`src/rtl/mesi_pkg.sv`:
```
// Shared types of the MESI snoop controller: line states, snoop op codes,
// own bus op codes and the processor-side sequencer states.
package mesi_pkg;

    typedef enum logic [1:0] {
        ST_I = 2'b00,
        ST_S = 2'b01,
        ST_E = 2'b10,
        ST_M = 2'b11
    } mesi_t;

    typedef enum logic [1:0] {
        SN_READ  = 2'b00,
        SN_WRITE = 2'b01,
        SN_RWITM = 2'b10,
        SN_KILL  = 2'b11
    } snp_op_t;

    typedef enum logic [1:0] {
        BO_READ  = 2'b00,
        BO_RWITM = 2'b01,
        BO_KILL  = 2'b10,
        BO_WBACK = 2'b11
    } bus_op_t;

    typedef enum logic [1:0] {
        CS_IDLE = 2'b00,
        CS_VICT = 2'b01,
        CS_FILL = 2'b10,
        CS_KILL = 2'b11
    } cstate_t;

endpackage

```
`src/rtl/mesi_tag_array.sv`:
```
// Direct-mapped tag and state directory with two asynchronous read ports
// (processor side and snoop side) and two write ports.
// Assumes the two writers never target the same line in one cycle; the
// processor-side writer has priority if they ever do.
module mesi_tag_array
    import mesi_pkg::*;
#(
    parameter int IDX_W = 3,
    parameter int TAG_W = 11
) (
    input  logic             clk,
    input  logic             rst_n,
    input  logic [IDX_W-1:0] a_idx,
    output logic [TAG_W-1:0] a_tag,
    output mesi_t            a_st,
    input  logic [IDX_W-1:0] b_idx,
    output logic [TAG_W-1:0] b_tag,
    output mesi_t            b_st,
    input  logic             s_we,
    input  logic [IDX_W-1:0] s_idx,
    input  mesi_t            s_st,
    input  logic             c_we,
    input  logic [IDX_W-1:0] c_idx,
    input  logic [TAG_W-1:0] c_tag,
    input  mesi_t            c_st
);
    localparam int LINES = 1 << IDX_W;

    logic [TAG_W-1:0] tags [LINES];
    mesi_t            sts  [LINES];

    for (genvar g = 0; g < LINES; g++) begin : g_line
        // Per-line state: reset to Invalid, then processor or snoop update.
        always_ff @(posedge clk) begin
            if (!rst_n) begin
                sts[g]  <= ST_I;
                tags[g] <= '0;
            end else if (c_we && c_idx == IDX_W'(g)) begin
                sts[g]  <= c_st;
                tags[g] <= c_tag;
            end else if (s_we && s_idx == IDX_W'(g)) begin
                sts[g]  <= s_st;
            end
        end
    end

    // Read ports: plain indexed lookups.
    always_comb begin
        a_tag = tags[a_idx];
        a_st  = sts[a_idx];
        b_tag = tags[b_idx];
        b_st  = sts[b_idx];
    end

    a_r13_one_writer: assert property (@(posedge clk) disable iff (!rst_n)
        !(s_we && c_we && s_idx == c_idx));

endmodule

```
`src/rtl/mesi_snoop_side.sv`:
```
// Snoop engine: compares global bus addresses on the directory's second
// port, registers retry/shared responses, and holds one pending copy-back.
// Assumes cb_done is never asserted together with the owner's bus_done and
// that snoop tenures do not coincide with the owner's own completions.
module mesi_snoop_side
    import mesi_pkg::*;
#(
    parameter int ADDR_W = 16,
    parameter int IDX_W  = 3,
    parameter int OFS_W  = 2
) (
    input  logic              clk,
    input  logic              rst_n,
    input  logic              snp_valid,
    input  logic              snp_gbl,
    input  logic [1:0]        snp_op,
    input  logic [ADDR_W-1:0] snp_addr,
    output logic              snp_retry,
    output logic              snp_shared,
    output logic              cb_req,
    output logic [ADDR_W-1:0] cb_addr,
    input  logic              cb_done,
    output logic [IDX_W-1:0]  b_idx,
    input  logic [ADDR_W-IDX_W-OFS_W-1:0] b_tag,
    input  mesi_t             b_st,
    output logic              s_we,
    output logic [IDX_W-1:0]  s_idx,
    output mesi_t             s_st,
    input  logic [IDX_W-1:0]  cpu_idx,
    output logic              cpu_blk
);
    localparam int TAG_W = ADDR_W - IDX_W - OFS_W;

    logic              pend_q, pend_d;
    logic [ADDR_W-1:0] cb_addr_q, cb_addr_d;
    mesi_t             cb_nst_q, cb_nst_d;
    logic              retry_q, retry_d, shared_q, shared_d;

    logic [IDX_W-1:0]  sn_idx, cb_idx;
    logic [TAG_W-1:0]  sn_tag, cb_tag;
    logic              is_glob, is_inv, hit;

    // Field split of the snooped and the pending addresses.
    always_comb begin
        sn_idx  = snp_addr[OFS_W +: IDX_W];
        sn_tag  = snp_addr[ADDR_W-1 -: TAG_W];
        cb_idx  = cb_addr_q[OFS_W +: IDX_W];
        cb_tag  = cb_addr_q[ADDR_W-1 -: TAG_W];
        b_idx   = pend_q ? cb_idx : sn_idx;
        is_glob = snp_valid && snp_gbl;
        is_inv  = snp_op_t'(snp_op) != SN_READ;
        hit     = (b_st != ST_I) && (b_tag == sn_tag);
    end

    // Snoop decision: responses, directory update and copy-back bookkeeping.
    always_comb begin
        pend_d    = pend_q;
        cb_addr_d = cb_addr_q;
        cb_nst_d  = cb_nst_q;
        retry_d   = 1'b0;
        shared_d  = 1'b0;
        s_we      = 1'b0;
        s_idx     = b_idx;
        s_st      = ST_I;
        if (pend_q) begin
            retry_d = is_glob;
            if (cb_done) begin
                pend_d = 1'b0;
                if (b_st == ST_M && b_tag == cb_tag) begin
                    s_we = 1'b1;
                    s_st = cb_nst_q;
                end
            end
        end else if (is_glob && hit) begin
            if (b_st == ST_M) begin
                retry_d   = 1'b1;
                pend_d    = 1'b1;
                cb_addr_d = snp_addr;
                cb_nst_d  = is_inv ? ST_I : ST_S;
            end else if (is_inv) begin
                s_we = 1'b1;
                s_st = ST_I;
            end else begin
                shared_d = 1'b1;
                if (b_st == ST_E) begin
                    s_we = 1'b1;
                    s_st = ST_S;
                end
            end
        end
    end

    // Hold-off for the processor side when both would touch one line.
    always_comb begin
        cpu_blk = pend_q ? (cb_idx == cpu_idx)
                         : (is_glob && hit && sn_idx == cpu_idx);
    end

    // Response and pending copy-back registers.
    always_ff @(posedge clk) begin
        if (!rst_n) begin
            pend_q    <= 1'b0;
            cb_addr_q <= '0;
            cb_nst_q  <= ST_I;
            retry_q   <= 1'b0;
            shared_q  <= 1'b0;
        end else begin
            pend_q    <= pend_d;
            cb_addr_q <= cb_addr_d;
            cb_nst_q  <= cb_nst_d;
            retry_q   <= retry_d;
            shared_q  <= shared_d;
        end
    end

    assign snp_retry  = retry_q;
    assign snp_shared = shared_q;
    assign cb_req     = pend_q;
    assign cb_addr    = cb_addr_q;

    a_r8_nongbl_silent: assert property (@(posedge clk) disable iff (!rst_n)
        snp_valid && !snp_gbl |=> !snp_retry && !snp_shared);
    a_r9_resp_exclusive: assert property (@(posedge clk) disable iff (!rst_n)
        !(snp_retry && snp_shared));
    a_r10_cb_with_retry: assert property (@(posedge clk) disable iff (!rst_n)
        $rose(cb_req) |-> snp_retry);
    a_r11_cb_hold: assert property (@(posedge clk) disable iff (!rst_n)
        cb_req && !cb_done |=> cb_req && $stable(cb_addr));
    a_r12_pend_retry: assert property (@(posedge clk) disable iff (!rst_n)
        cb_req && snp_valid && snp_gbl |=> snp_retry);

endmodule

```
`src/rtl/mesi_cpu_side.sv`:
```
// Processor-side sequencer: looks up local accesses, performs silent
// upgrades, and runs its own bus transactions (victim write-back, fill,
// kill) with the global flag taken from the page attribute.
// Assumes cpu_req is held until cpu_ack and bus_done is a one-cycle pulse.
module mesi_cpu_side
    import mesi_pkg::*;
#(
    parameter int ADDR_W = 16,
    parameter int IDX_W  = 3,
    parameter int OFS_W  = 2
) (
    input  logic              clk,
    input  logic              rst_n,
    input  logic              cpu_req,
    input  logic              cpu_we,
    input  logic [ADDR_W-1:0] cpu_addr,
    input  logic              cpu_coh,
    output logic              cpu_ack,
    input  logic              blk,
    output logic [IDX_W-1:0]  lk_idx,
    input  logic [ADDR_W-IDX_W-OFS_W-1:0] lk_tag,
    input  mesi_t             lk_st,
    output logic              bus_req,
    output bus_op_t           bus_op,
    output logic [ADDR_W-1:0] bus_addr,
    output logic              bus_gbl,
    input  logic              bus_done,
    input  logic              bus_shr,
    output logic              c_we,
    output logic [IDX_W-1:0]  c_idx,
    output logic [ADDR_W-IDX_W-OFS_W-1:0] c_tag,
    output mesi_t             c_st
);
    localparam int TAG_W = ADDR_W - IDX_W - OFS_W;

    cstate_t           st_q, st_d;
    logic [ADDR_W-1:0] addr_q, addr_d;
    logic              we_q, we_d, coh_q, coh_d, ack_q, ack_d;
    logic [ADDR_W-1:0] cur_addr;
    logic [TAG_W-1:0]  cur_tag;
    logic              hit;

    // Address under lookup: the live request when idle, else the latched one.
    always_comb begin
        cur_addr = (st_q == CS_IDLE) ? cpu_addr : addr_q;
        cur_tag  = cur_addr[ADDR_W-1 -: TAG_W];
        lk_idx   = cur_addr[OFS_W +: IDX_W];
        hit      = (lk_st != ST_I) && (lk_tag == cur_tag);
    end

    // Next-state logic of the sequencer and its directory writes.
    always_comb begin
        st_d   = st_q;
        addr_d = addr_q;
        we_d   = we_q;
        coh_d  = coh_q;
        ack_d  = 1'b0;
        c_we   = 1'b0;
        c_idx  = lk_idx;
        c_tag  = cur_tag;
        c_st   = ST_I;
        case (st_q)
            CS_IDLE: begin
                if (cpu_req && !ack_q && !blk) begin
                    addr_d = cpu_addr;
                    we_d   = cpu_we;
                    coh_d  = cpu_coh;
                    if (hit) begin
                        if (!cpu_we || lk_st == ST_M) begin
                            ack_d = 1'b1;
                        end else if (lk_st == ST_E) begin
                            c_we  = 1'b1;
                            c_st  = ST_M;
                            ack_d = 1'b1;
                        end else begin
                            st_d = CS_KILL;
                        end
                    end else begin
                        st_d = (lk_st == ST_M) ? CS_VICT : CS_FILL;
                    end
                end
            end
            CS_VICT: begin
                if (bus_done) begin
                    c_we  = 1'b1;
                    c_tag = lk_tag;
                    c_st  = ST_I;
                    st_d  = CS_FILL;
                end
            end
            CS_FILL: begin
                if (bus_done) begin
                    c_we  = 1'b1;
                    c_st  = we_q ? ST_M : (bus_shr ? ST_S : ST_E);
                    ack_d = 1'b1;
                    st_d  = CS_IDLE;
                end
            end
            default: begin
                if (bus_done) begin
                    if (hit) begin
                        c_we  = 1'b1;
                        c_st  = ST_M;
                        ack_d = 1'b1;
                        st_d  = CS_IDLE;
                    end else begin
                        st_d = CS_FILL;
                    end
                end
            end
        endcase
    end

    // Sequencer registers.
    always_ff @(posedge clk) begin
        if (!rst_n) begin
            st_q   <= CS_IDLE;
            addr_q <= '0;
            we_q   <= 1'b0;
            coh_q  <= 1'b0;
            ack_q  <= 1'b0;
        end else begin
            st_q   <= st_d;
            addr_q <= addr_d;
            we_q   <= we_d;
            coh_q  <= coh_d;
            ack_q  <= ack_d;
        end
    end

    // Own bus transaction outputs, decoded from the sequencer state.
    always_comb begin
        bus_req  = st_q != CS_IDLE;
        bus_addr = addr_q;
        bus_gbl  = coh_q;
        bus_op   = we_q ? BO_RWITM : BO_READ;
        if (st_q == CS_VICT) begin
            bus_op   = BO_WBACK;
            bus_gbl  = 1'b0;
            bus_addr = {lk_tag, addr_q[OFS_W +: IDX_W], {OFS_W{1'b0}}};
        end else if (st_q == CS_KILL) begin
            bus_op  = BO_KILL;
            bus_gbl = 1'b1;
        end
    end

    assign cpu_ack = ack_q;

    a_r5_kill_global: assert property (@(posedge clk) disable iff (!rst_n)
        bus_req && bus_op == BO_KILL |-> bus_gbl);
    a_r2_bus_hold: assert property (@(posedge clk) disable iff (!rst_n)
        bus_req && !bus_done |=> bus_req && $stable(bus_addr) && $stable(bus_op));
    a_r3_ack_pulse: assert property (@(posedge clk) disable iff (!rst_n)
        cpu_ack |=> !cpu_ack);

endmodule

```
`src/rtl/mesi_snoop_ctrl.sv`:
```
// Top of the MESI snoop controller: directory with a processor port and a
// dedicated snoop port, the processor-side sequencer and the snoop engine.
// Assumes bus_done and cb_done never coincide, and no snoop tenure lands in
// the cycle of the owner's own bus completion.
module mesi_snoop_ctrl
    import mesi_pkg::*;
#(
    parameter int ADDR_W = 16,
    parameter int IDX_W  = 3,
    parameter int OFS_W  = 2
) (
    input  logic              clk,
    input  logic              rst_n,
    input  logic              cpu_req,
    input  logic              cpu_we,
    input  logic [ADDR_W-1:0] cpu_addr,
    input  logic              cpu_coh,
    output logic              cpu_ack,
    output logic              bus_req,
    output logic [1:0]        bus_op,
    output logic [ADDR_W-1:0] bus_addr,
    output logic              bus_gbl,
    input  logic              bus_done,
    input  logic              bus_shr,
    input  logic              snp_valid,
    input  logic              snp_gbl,
    input  logic [1:0]        snp_op,
    input  logic [ADDR_W-1:0] snp_addr,
    output logic              snp_retry,
    output logic              snp_shared,
    output logic              cb_req,
    output logic [ADDR_W-1:0] cb_addr,
    input  logic              cb_done
);
    localparam int TAG_W = ADDR_W - IDX_W - OFS_W;

    logic [IDX_W-1:0] a_idx, b_idx, s_idx, c_idx;
    logic [TAG_W-1:0] a_tag, b_tag, c_tag;
    mesi_t            a_st, b_st, s_st, c_st;
    logic             s_we, c_we, blk;
    bus_op_t          bus_op_e;

    mesi_tag_array #(.IDX_W(IDX_W), .TAG_W(TAG_W)) u_dir (
        .clk(clk), .rst_n(rst_n),
        .a_idx(a_idx), .a_tag(a_tag), .a_st(a_st),
        .b_idx(b_idx), .b_tag(b_tag), .b_st(b_st),
        .s_we(s_we), .s_idx(s_idx), .s_st(s_st),
        .c_we(c_we), .c_idx(c_idx), .c_tag(c_tag), .c_st(c_st)
    );

    mesi_cpu_side #(.ADDR_W(ADDR_W), .IDX_W(IDX_W), .OFS_W(OFS_W)) u_cpu (
        .clk(clk), .rst_n(rst_n),
        .cpu_req(cpu_req), .cpu_we(cpu_we), .cpu_addr(cpu_addr),
        .cpu_coh(cpu_coh), .cpu_ack(cpu_ack), .blk(blk),
        .lk_idx(a_idx), .lk_tag(a_tag), .lk_st(a_st),
        .bus_req(bus_req), .bus_op(bus_op_e), .bus_addr(bus_addr),
        .bus_gbl(bus_gbl), .bus_done(bus_done), .bus_shr(bus_shr),
        .c_we(c_we), .c_idx(c_idx), .c_tag(c_tag), .c_st(c_st)
    );

    mesi_snoop_side #(.ADDR_W(ADDR_W), .IDX_W(IDX_W), .OFS_W(OFS_W)) u_snp (
        .clk(clk), .rst_n(rst_n),
        .snp_valid(snp_valid), .snp_gbl(snp_gbl), .snp_op(snp_op),
        .snp_addr(snp_addr), .snp_retry(snp_retry), .snp_shared(snp_shared),
        .cb_req(cb_req), .cb_addr(cb_addr), .cb_done(cb_done),
        .b_idx(b_idx), .b_tag(b_tag), .b_st(b_st),
        .s_we(s_we), .s_idx(s_idx), .s_st(s_st),
        .cpu_idx(a_idx), .cpu_blk(blk)
    );

    assign bus_op = bus_op_e;

    a_r12_cb_serial: assert property (@(posedge clk) disable iff (!rst_n)
        !(cb_done && bus_done));

endmodule

```
`config.mk`:
```
export PLATFORM = sky130hd
export DESIGN_NAME = mesi_snoop_ctrl
export DESIGN_NICKNAME = d
export VERILOG_FILES = /design/src/rtl/mesi_pkg.sv /design/src/rtl/mesi_tag_array.sv /design/src/rtl/mesi_snoop_side.sv /design/src/rtl/mesi_cpu_side.sv /design/src/rtl/mesi_snoop_ctrl.sv
export SDC_FILE = /design/constraint.sdc
export NUM_CORES = 1
export LEC_CHECK = 0
export BUFFER_PORTS_ARGS = -buffer_cell sky130_fd_sc_hd__buf_2
export CORE_ASPECT_RATIO = 1.5
export CORE_UTILIZATION = 37
export DETAILED_ROUTE_END_ITERATION = 8
export PLACE_DENSITY = 0.56
export SLEW_MARGIN = 20
export SYNTH_ARGS = -nofsm -noshare
export SYNTH_HDL_FRONTEND = slang
export SYNTH_SLANG_ARGS = --single-unit
```
`constraint.sdc`:
```
create_clock -name clk -period 8.5 [get_ports clk]
set_clock_uncertainty 0.05 [all_clocks]
set_input_delay 0.85 -clock clk [delete_from_list [all_inputs] [get_ports clk]]
set_output_delay 0.85 -clock clk [all_outputs]
set_load 0.01 [all_outputs]
```
==> impl_results.md, run 1 <==
* Status: finished, violations left
* Failing checks: design-rule violations
* Crit end category: flip-flop
* Fin crit period at 5368 ps
* Largest cells by area after synthesis: edfxtp_1, dfxtp_1, mux2i_1
* Top-count cell post-synth: nor2_1
* Longest Clk Path Bufs at 2
* RR Endpoint: u_dir.tags[4][4]$_SDFFCE_PN0P_
* Post-synth top cells: nor2_1, edfxtp_1, nand2_1
* Main combinational cell family by area after synthesis: simple AND/OR/NAND/NOR gates
* Max Cap Viol at 0
* Crit Path Max Fanout at 45
* Final net count at 1150
* Synth Area in Simple Gates at 0.2254
* Leading area contributor after synthesis: edfxtp_1
* Worst Max-Slew Pin Slew at 1078 ps
* Synth async-reset ratio at 0
* Sequential-to-total area share from yosys stat at 0.3882
* Peak VDD IR at 0.1788 mV
* # hold bufs at CTS at 0
* Worst setup SP type: flip-flop
* Design Power at 2.564 mW
* Clk sinks at 145
* Worst r2r src: u_cpu.st_q[0]$_SDFFE_PN0P_
* I/O pin count at 84
* GR Overflow Total at 0
* DR pass1 iterations at 9
* Hpwl dp at 30470 µm
* Post-synthesis compound-gate area fraction at 0.2001
* Pwr/cell area at 229.3 nW/µm²
* Horiz. Die Dim at 137.3 µm
* FP Rows at 73
* DR iter-0 viols at 1137
* Post-Synthesis Cell Area at 10160 µm²
* Num CTS Buffers at 17
* F_max at 186.3 MHz
* Final ANT Viol Nets at 0
* Skew-Pair Late Insertion Delay at 460 ps
* Initial antenna violation count at 0
* Worst Hold Path EP: u_cpu.addr_q[8]$_SDFFE_PN0P_
* Min-delay worst type: reg -> reg
* Post-synth top area share at 0.3074
* Vias per cell at 6.384
* Hold_ws at 417.6 ps
* # setup viols final at 0
* Hold_sp: u_cpu.addr_q[8]$_SDFFE_PN0P_
* Clock-pin slew of the registers on the worst-case setup and hold paths at 60 ps
* Total routed wirelength at 40520 µm
* Total core area at 26760 µm²
* Fraction of layout cells with a size suffix above 1 at 0.1821
* CTS H-tree depth at 4
* Setup_tns at 0 ps
* Tot GR Track Use at 0.2972
* Via count at 9270
* FF+latch count, synth at 145
* Diode count at 0
* Largest net degree at the start of global routing at 71
* Buffers on Ports at 83
* Fillcell total at 2666
* Die area at 28140 µm²
* Relative slew slack at 0.2787
* Net count after synthesis at 1119
* Avg Synthesized Cell Area at 9.485 µm²
* Post-Synth Adder-Cell Area at 0.004927
* Final Hold Fails at 0
* Mux cell area share after synthesis at 0.09964
* Global placer's final weighted congestion at 1.013
* Mapped Cells at 1071
* Data required time at the worst endpoint at 8550 ps
* Post-synth EDFFs at 104
* Post-Synth XOR/XNOR Area at 0.02500
* Yosys Warn Count at 0
* Vias in the first global route at 8625
* Post-cts resize count at 0
* Synth Flop Type: edfxtp_1
* Final period util at 0.6315
* Area grow syn2layout at 10.05%
* Starting Density at 0.3796
* Die height at 204.9 µm
* LEAKAGE at 4.130 nW
* Detailed-route wire length per cell at 27.90 µm
* DRC viols at 1
* Critical path class: reg -> reg
* Hold Path Depth at 2
* RSZ-0062 raised after global routing: no
* First-pass GRT wire length at 58370 µm
* Reg2reg setup slack at 3130 ps
* Crit path DAT at 5420 ps
* Root Driver: clkbuf_16
* Final slew viol count at 0
* Register-to-Register Path Depth at 13
* Yosys cell types at 98
* TritonCTS clock tree: yes
* Post-CTS Setup Bufs at 0
==> area by class of cell <==
cell class                      count  area [µm²]  share of cell area
Multi-Input combinational cell    829        5665              0.5068
Sequential cell                   145        3944              0.3528
Timing Repair Buffer               94       498.0             0.04454
Clock buffer                       19       432.9             0.03872
Tap cell                          337       421.7             0.03772
Clock inverter                     13       161.4             0.01444
Inverter                           15       56.30            0.005036
==> routing by layer <==
metal / share of wire / track usage / routed length (µm) / up-vias
met1: 0.37 / 0.3484 / 14840 / 4402
met2: 0.46 / 0.4704 / 18570 / 612
li1: - / - / - / 4080
met5: 0 / 0 / 0 / -
met4: 0.086 / 0.2225 / 3489 / 0
met3: 0.089 / 0.06508 / 3618 / 176
==> cell families (layout without fill, tap and decap cells) <==
family / after synthesis / count (layout)
flops: 145 / 145
xor+xnor: 29 / 29
simple gates: 421 / 421
compound gates: 278 / 278
fa+ha+maj: 4 / 4
buf+inv: 97 / 141
mux: 97 / 97
==> placed cells by master, fill, tap and decap left out, types with 16 or more instances in the layout <==
cell type / n
o21ai_0: 49
o221ai_1: 17
nand4_1: 16
nor3b_1: 23
edfxtp_1: 104
mux2i_1: 71
clkbuf_16: 17
xnor2_1: 21
nor2_1: 127
a21oi_1: 53
mux2_2: 23
nand2_1: 87
buf_2: 83
nor2b_1: 35
dfxtp_1: 41
==> worst max-delay path, cell delays in order (launching register included) <==
cell and delay (ps):
dfxtp_1 360, inv_1 140, ha_2 190, buf_4 500, mux2i_2 930, nor2b_1 110
a211oi_1 570, o32a_1 340, xnor2_1 190, and4_1 240, a31oi_2 170, a211oi_4 540
nand2_1 230, nand2_1 410
==> worst max path at each step <==
stage	end	slack [ps]	startpoint
finish	u_dir.tags[4][4]$_SDFFCE_PN0P_	3130	u_cpu.st_q[0]$_SDFFE_PN0P_
floorplan	u_dir.tags[0][0]$_SDFFCE_PN0P_	4670	cpu_addr[2]
CTS	u_dir.tags[4][8]$_SDFFCE_PN0P_	3250	u_cpu.st_q[0]$_SDFFE_PN0P_
global route	u_dir.tags[4][8]$_SDFFCE_PN0P_	3030	u_cpu.st_q[0]$_SDFFE_PN0P_
global placement	u_dir.tags[4][10]$_SDFFCE_PN0P_	3280	cpu_addr[3]
detailed placement	u_dir.tags[4][10]$_SDFFCE_PN0P_	3180	cpu_addr[3]
==> flip-flops by register name, indices dropped and copies added (netlist names), 2 cells and up <==
signal / count
u_dir.tags: 88
u_cpu.addr_q: 16
u_snp.cb_addr: 16
u_dir.sts: 16
u_cpu.st_q: 2
==> through the flow <==
| step | instance area [µm²] | cells | util | worst slack [ps] |
|---|---|---|---|---|
| floorplan | 10160 | 1071 | - | 4675 |
| global placement | 10570 | 1420 | 0.3951 | 3284 |
| detailed placement | 10590 | 1420 | 0.3955 | 3182 |
| CTS | 11180 | 1452 | 0.4177 | 3250 |
| global route | 11180 | 1452 | 0.4177 | 3033 |
| finish | 11180 | 1452 | 0.4177 | 3132 |
==> power by group <==
part	leakage, nW	switching, mW	internal (mW)	total [mW]
Combinational	2.43	0.627	0.316	0.943
Sequential	1.41	0.0521	0.796	0.848
Clock	0.291	0.311	0.461	0.773
Note: power is estimated with default switching activity, not from simulation.
==> run 2: changes to the inputs <==
- PLACE_DENSITY: 0.56 -> 0.58
- clock period: 8.5 -> 4.6 ns (I/O delays scaled with it)
==> impl_results.md, run 2 (synthesis results as in run 1) <==
* Status: finished clean
* Clk pwr share at 0.286 (-0.015)
* Worst setup SP type: flip-flop
* Final WS setup at 222.9 ps (-2909 ps)
* Area grow syn2layout at 13.36%
* Fin crit period at 4377 ps (-991.0 ps)
* Starting Density at 0.3796 (unchanged)
* P_sw at 1.819 mW (+84%)
* Fillcell total at 2575 (-3.4%)
* Hold_sp: cpu_addr[5]
* # setup viols final at 0 (unchanged)
* Final net count at 1198 (+4.2%)
* CTS H-tree depth at 4 (unchanged)
* Placed instance area at 10930 µm² (+3.2%)
* Post-CTS Setup Bufs at 0 (unchanged)
* Crit end category: flip-flop
* Worst Hold Path EP: u_cpu.addr_q[5]$_SDFFE_PN0P_
* Final period util at 0.9515 (+0.3200)
* Tot GR Track Use at 0.3031 (+0.005848)
* Vias per cell at 6.198 (-2.9%)
* Switching share of power at 0.3829 (-0.003294)
* I/O pin count at 84 (unchanged)
* Final slew viol count at 0 (unchanged)
* Crit Path Max Fanout at 17 (-62%)
* Max reg flops at 88 (unchanged)
* Via count at 9309 (+0.42%)
* Sequential Power Share at 0.332 (about the same)
* RSZ-0062 raised after global routing: no
* First-pass GRT wire length at 59480 µm (+1.9%)
* Vias in the first global route at 8932 (+3.6%)
* Die height at 204.9 µm (unchanged)
* Biggest register: u_dir.tags
* Min-delay worst type: in -> reg
* Detailed-route wire length per cell at 27.34 µm (-2.0%)
* Root Driver: clkbuf_16
* Fin cells at 1502 (+3.4%)
* Global placer's final weighted congestion at 1.016 (+0.28%)
* Commonest non-fill, non-tap cells in the layout: nor2_1, edfxtp_1, nand2_1, buf_2, mux2i_1
* Hpwl dp at 32120 µm (+5.4%)
* DR iter-0 viols at 1049 (-7.7%)
* Clk sinks at 145 (unchanged)
* Die area at 28140 µm² (unchanged)
* Num CTS Buffers at 17 (unchanged)
* Most common library cell in the layout ignoring fill and taps: nor2_1
* GR Overflow Total at 0 (unchanged)
* Data required time at the worst endpoint at 4620 ps (-3930 ps)
* Internal power at 2.932 mW (+86%)
* Peak VDD IR at 0.3378 mV (+89%)
* Buffers on Ports at 83 (unchanged)
* Post-layout util at 0.4303 (+0.01258)
* Design Power at 4.751 mW (+85%)
* Combinational share of power at 0.382 (+0.014)
* FP Rows at 73 (unchanged)
* Horiz. Die Dim at 137.3 µm (unchanged)
* Total core area at 26760 µm² (unchanged)
* Setup_tns at 0 ps (unchanged)
* Worst slack at placement at 145.6 ps (-3037 ps)
* Hold Path Depth at 3 (+1)
* TritonCTS clock tree: yes
* Clock-pin slew of the registers on the worst-case setup and hold paths at 70 ps (about the same)
* Total routed wirelength at 41070 µm (+1.4%)
* Initial antenna violation count at 0 (unchanged)
* Pwr/cell area at 412.6 nW/µm² (+80%)
* Final Hold Fails at 0 (unchanged)
* DR pass1 iterations at 6 (-3)
* Max Cap Viol at 0 (unchanged)
* Fraction of layout cells with a size suffix above 1 at 0.2150 (+0.03290)
* Longest Clk Path Bufs at 2 (unchanged)
* Crit path DAT at 4390 ps (-1030 ps)
* LEAKAGE at 4.332 nW (+4.9%)
* Register-to-Register Path Depth at 15 (+2)
* DRC viols at 0 (-1)
* Critical path class: reg -> reg
* Worst r2r src: u_cpu.st_q[0]$_SDFFE_PN0P_
* Dpl cells at 1468 (+3.4%)
* Skew-Pair Late Insertion Delay at 440 ps (-20 ps)
* RR Endpoint: u_dir.tags[0][4]$_SDFFCE_PN0P_
* Post-route cell area at 11520 µm² (+3.0%)
* Final ANT Viol Nets at 0 (unchanged)
* Reg2reg setup slack at 220 ps (-2910 ps)
* Relative slew slack at 0.3889 (+0.1101)
* Largest net degree at the start of global routing at 39 (-45%)
* Hold_ws at 214.2 ps (-203.5 ps)
* F_max at 228.5 MHz (+23%)
* Worst Max-Slew Pin Slew at 908.3 ps (-170.1 ps)
==> run 2: changes by cell type in the layout (fill, tap and decap cells not counted), sizes merged <==
cell,before,now
diode,0,2
bufinv,3,2
clkinv,7,4
clkinvlp,1,5
buf,94,142
==> run 2: final cells by class <==
| class | count | area, µm² | share of cell area |
|---|---|---|---|
| clock inverters | 13 | 136.4 | 0.01184 |
| inverters | 15 | 56.30 | 0.004889 |
| diodes | 2 | 5.005 | 0.0004346 |
| multi-input cells | 829 | 5662 | 0.4916 |
| flip-flops and latches | 145 | 3944 | 0.3425 |
| clock buffers | 19 | 432.9 | 0.03759 |
| repair buffers | 142 | 858.3 | 0.07453 |
| well taps | 337 | 421.7 | 0.03661 |
==> run 2: how the worst max path moves through the flow <==
stage                                       to                       start  slack (ps)  cells past startpoint
5_1_grt         u_dir.tags[2][2]$_SDFFCE_PP0P_  u_cpu.st_q[0]$_SDFFE_PN0P_          10                     15
3_5_place_dp   u_dir.tags[6][10]$_SDFFCE_PP0P_  u_cpu.st_q[0]$_SDFFE_PN0P_         150                     14
4_1_cts         u_dir.tags[0][0]$_SDFFCE_PN0P_  u_cpu.st_q[0]$_SDFFE_PN0P_         110                     15
2_1_floorplan   u_dir.tags[0][0]$_SDFFCE_PN0P_  u_cpu.st_q[0]$_SDFFE_PN0P_         870                     15
3_3_place_gp    u_dir.tags[3][7]$_SDFFCE_PP0P_  u_cpu.st_q[0]$_SDFFE_PN0P_         140                     14
6_report        u_dir.tags[0][4]$_SDFFCE_PN0P_  u_cpu.st_q[0]$_SDFFE_PN0P_         220                     15
==> run 2: timing repair <==
item | in CTS | in global routing
gates resized for setup | 0 | 4
setup endpoints to repair | 0 | 145
hold buffers | 0 | 0
==> run 2: per-layer routing <==
metal,global-route usage,routed length [µm],up-vias
met3,0.06211,3723,198
met2,0.4663,18330,644
met1,0.3511,14870,4299
met4,0.2732,4146,0
met5,0,0,-
li1,-,-,4168
==> run 2: critical path: stages (launching register included) <==
cell and delay [ps]:
dfxtp_1 350, inv_1 160, ha_4 330, mux2i_2 510, buf_4 280, xnor2_1 80
nor4_1 800, nor3b_1 200, nand2_1 150, nor2_1 60, buf_4 150, o21ai_4 120
a211oi_4 90, buf_4 200, nand2_1 140, nand2_1 310
==> run 2: power groups by stage <==
| stage | logic (mW) | clock network [mW] | registers [mW] |
|---|---|---|---|
| finish | 1.82 | 1.36 | 1.58 |
| CTS | 1.77 | 1.38 | 1.57 |
| floorplan | 1.19 | 0 | 1.54 |
| global route | 1.94 | 1.42 | 1.58 |
| global placement | 1.77 | 0 | 1.60 |
| detailed placement | 1.76 | 0 | 1.60 |
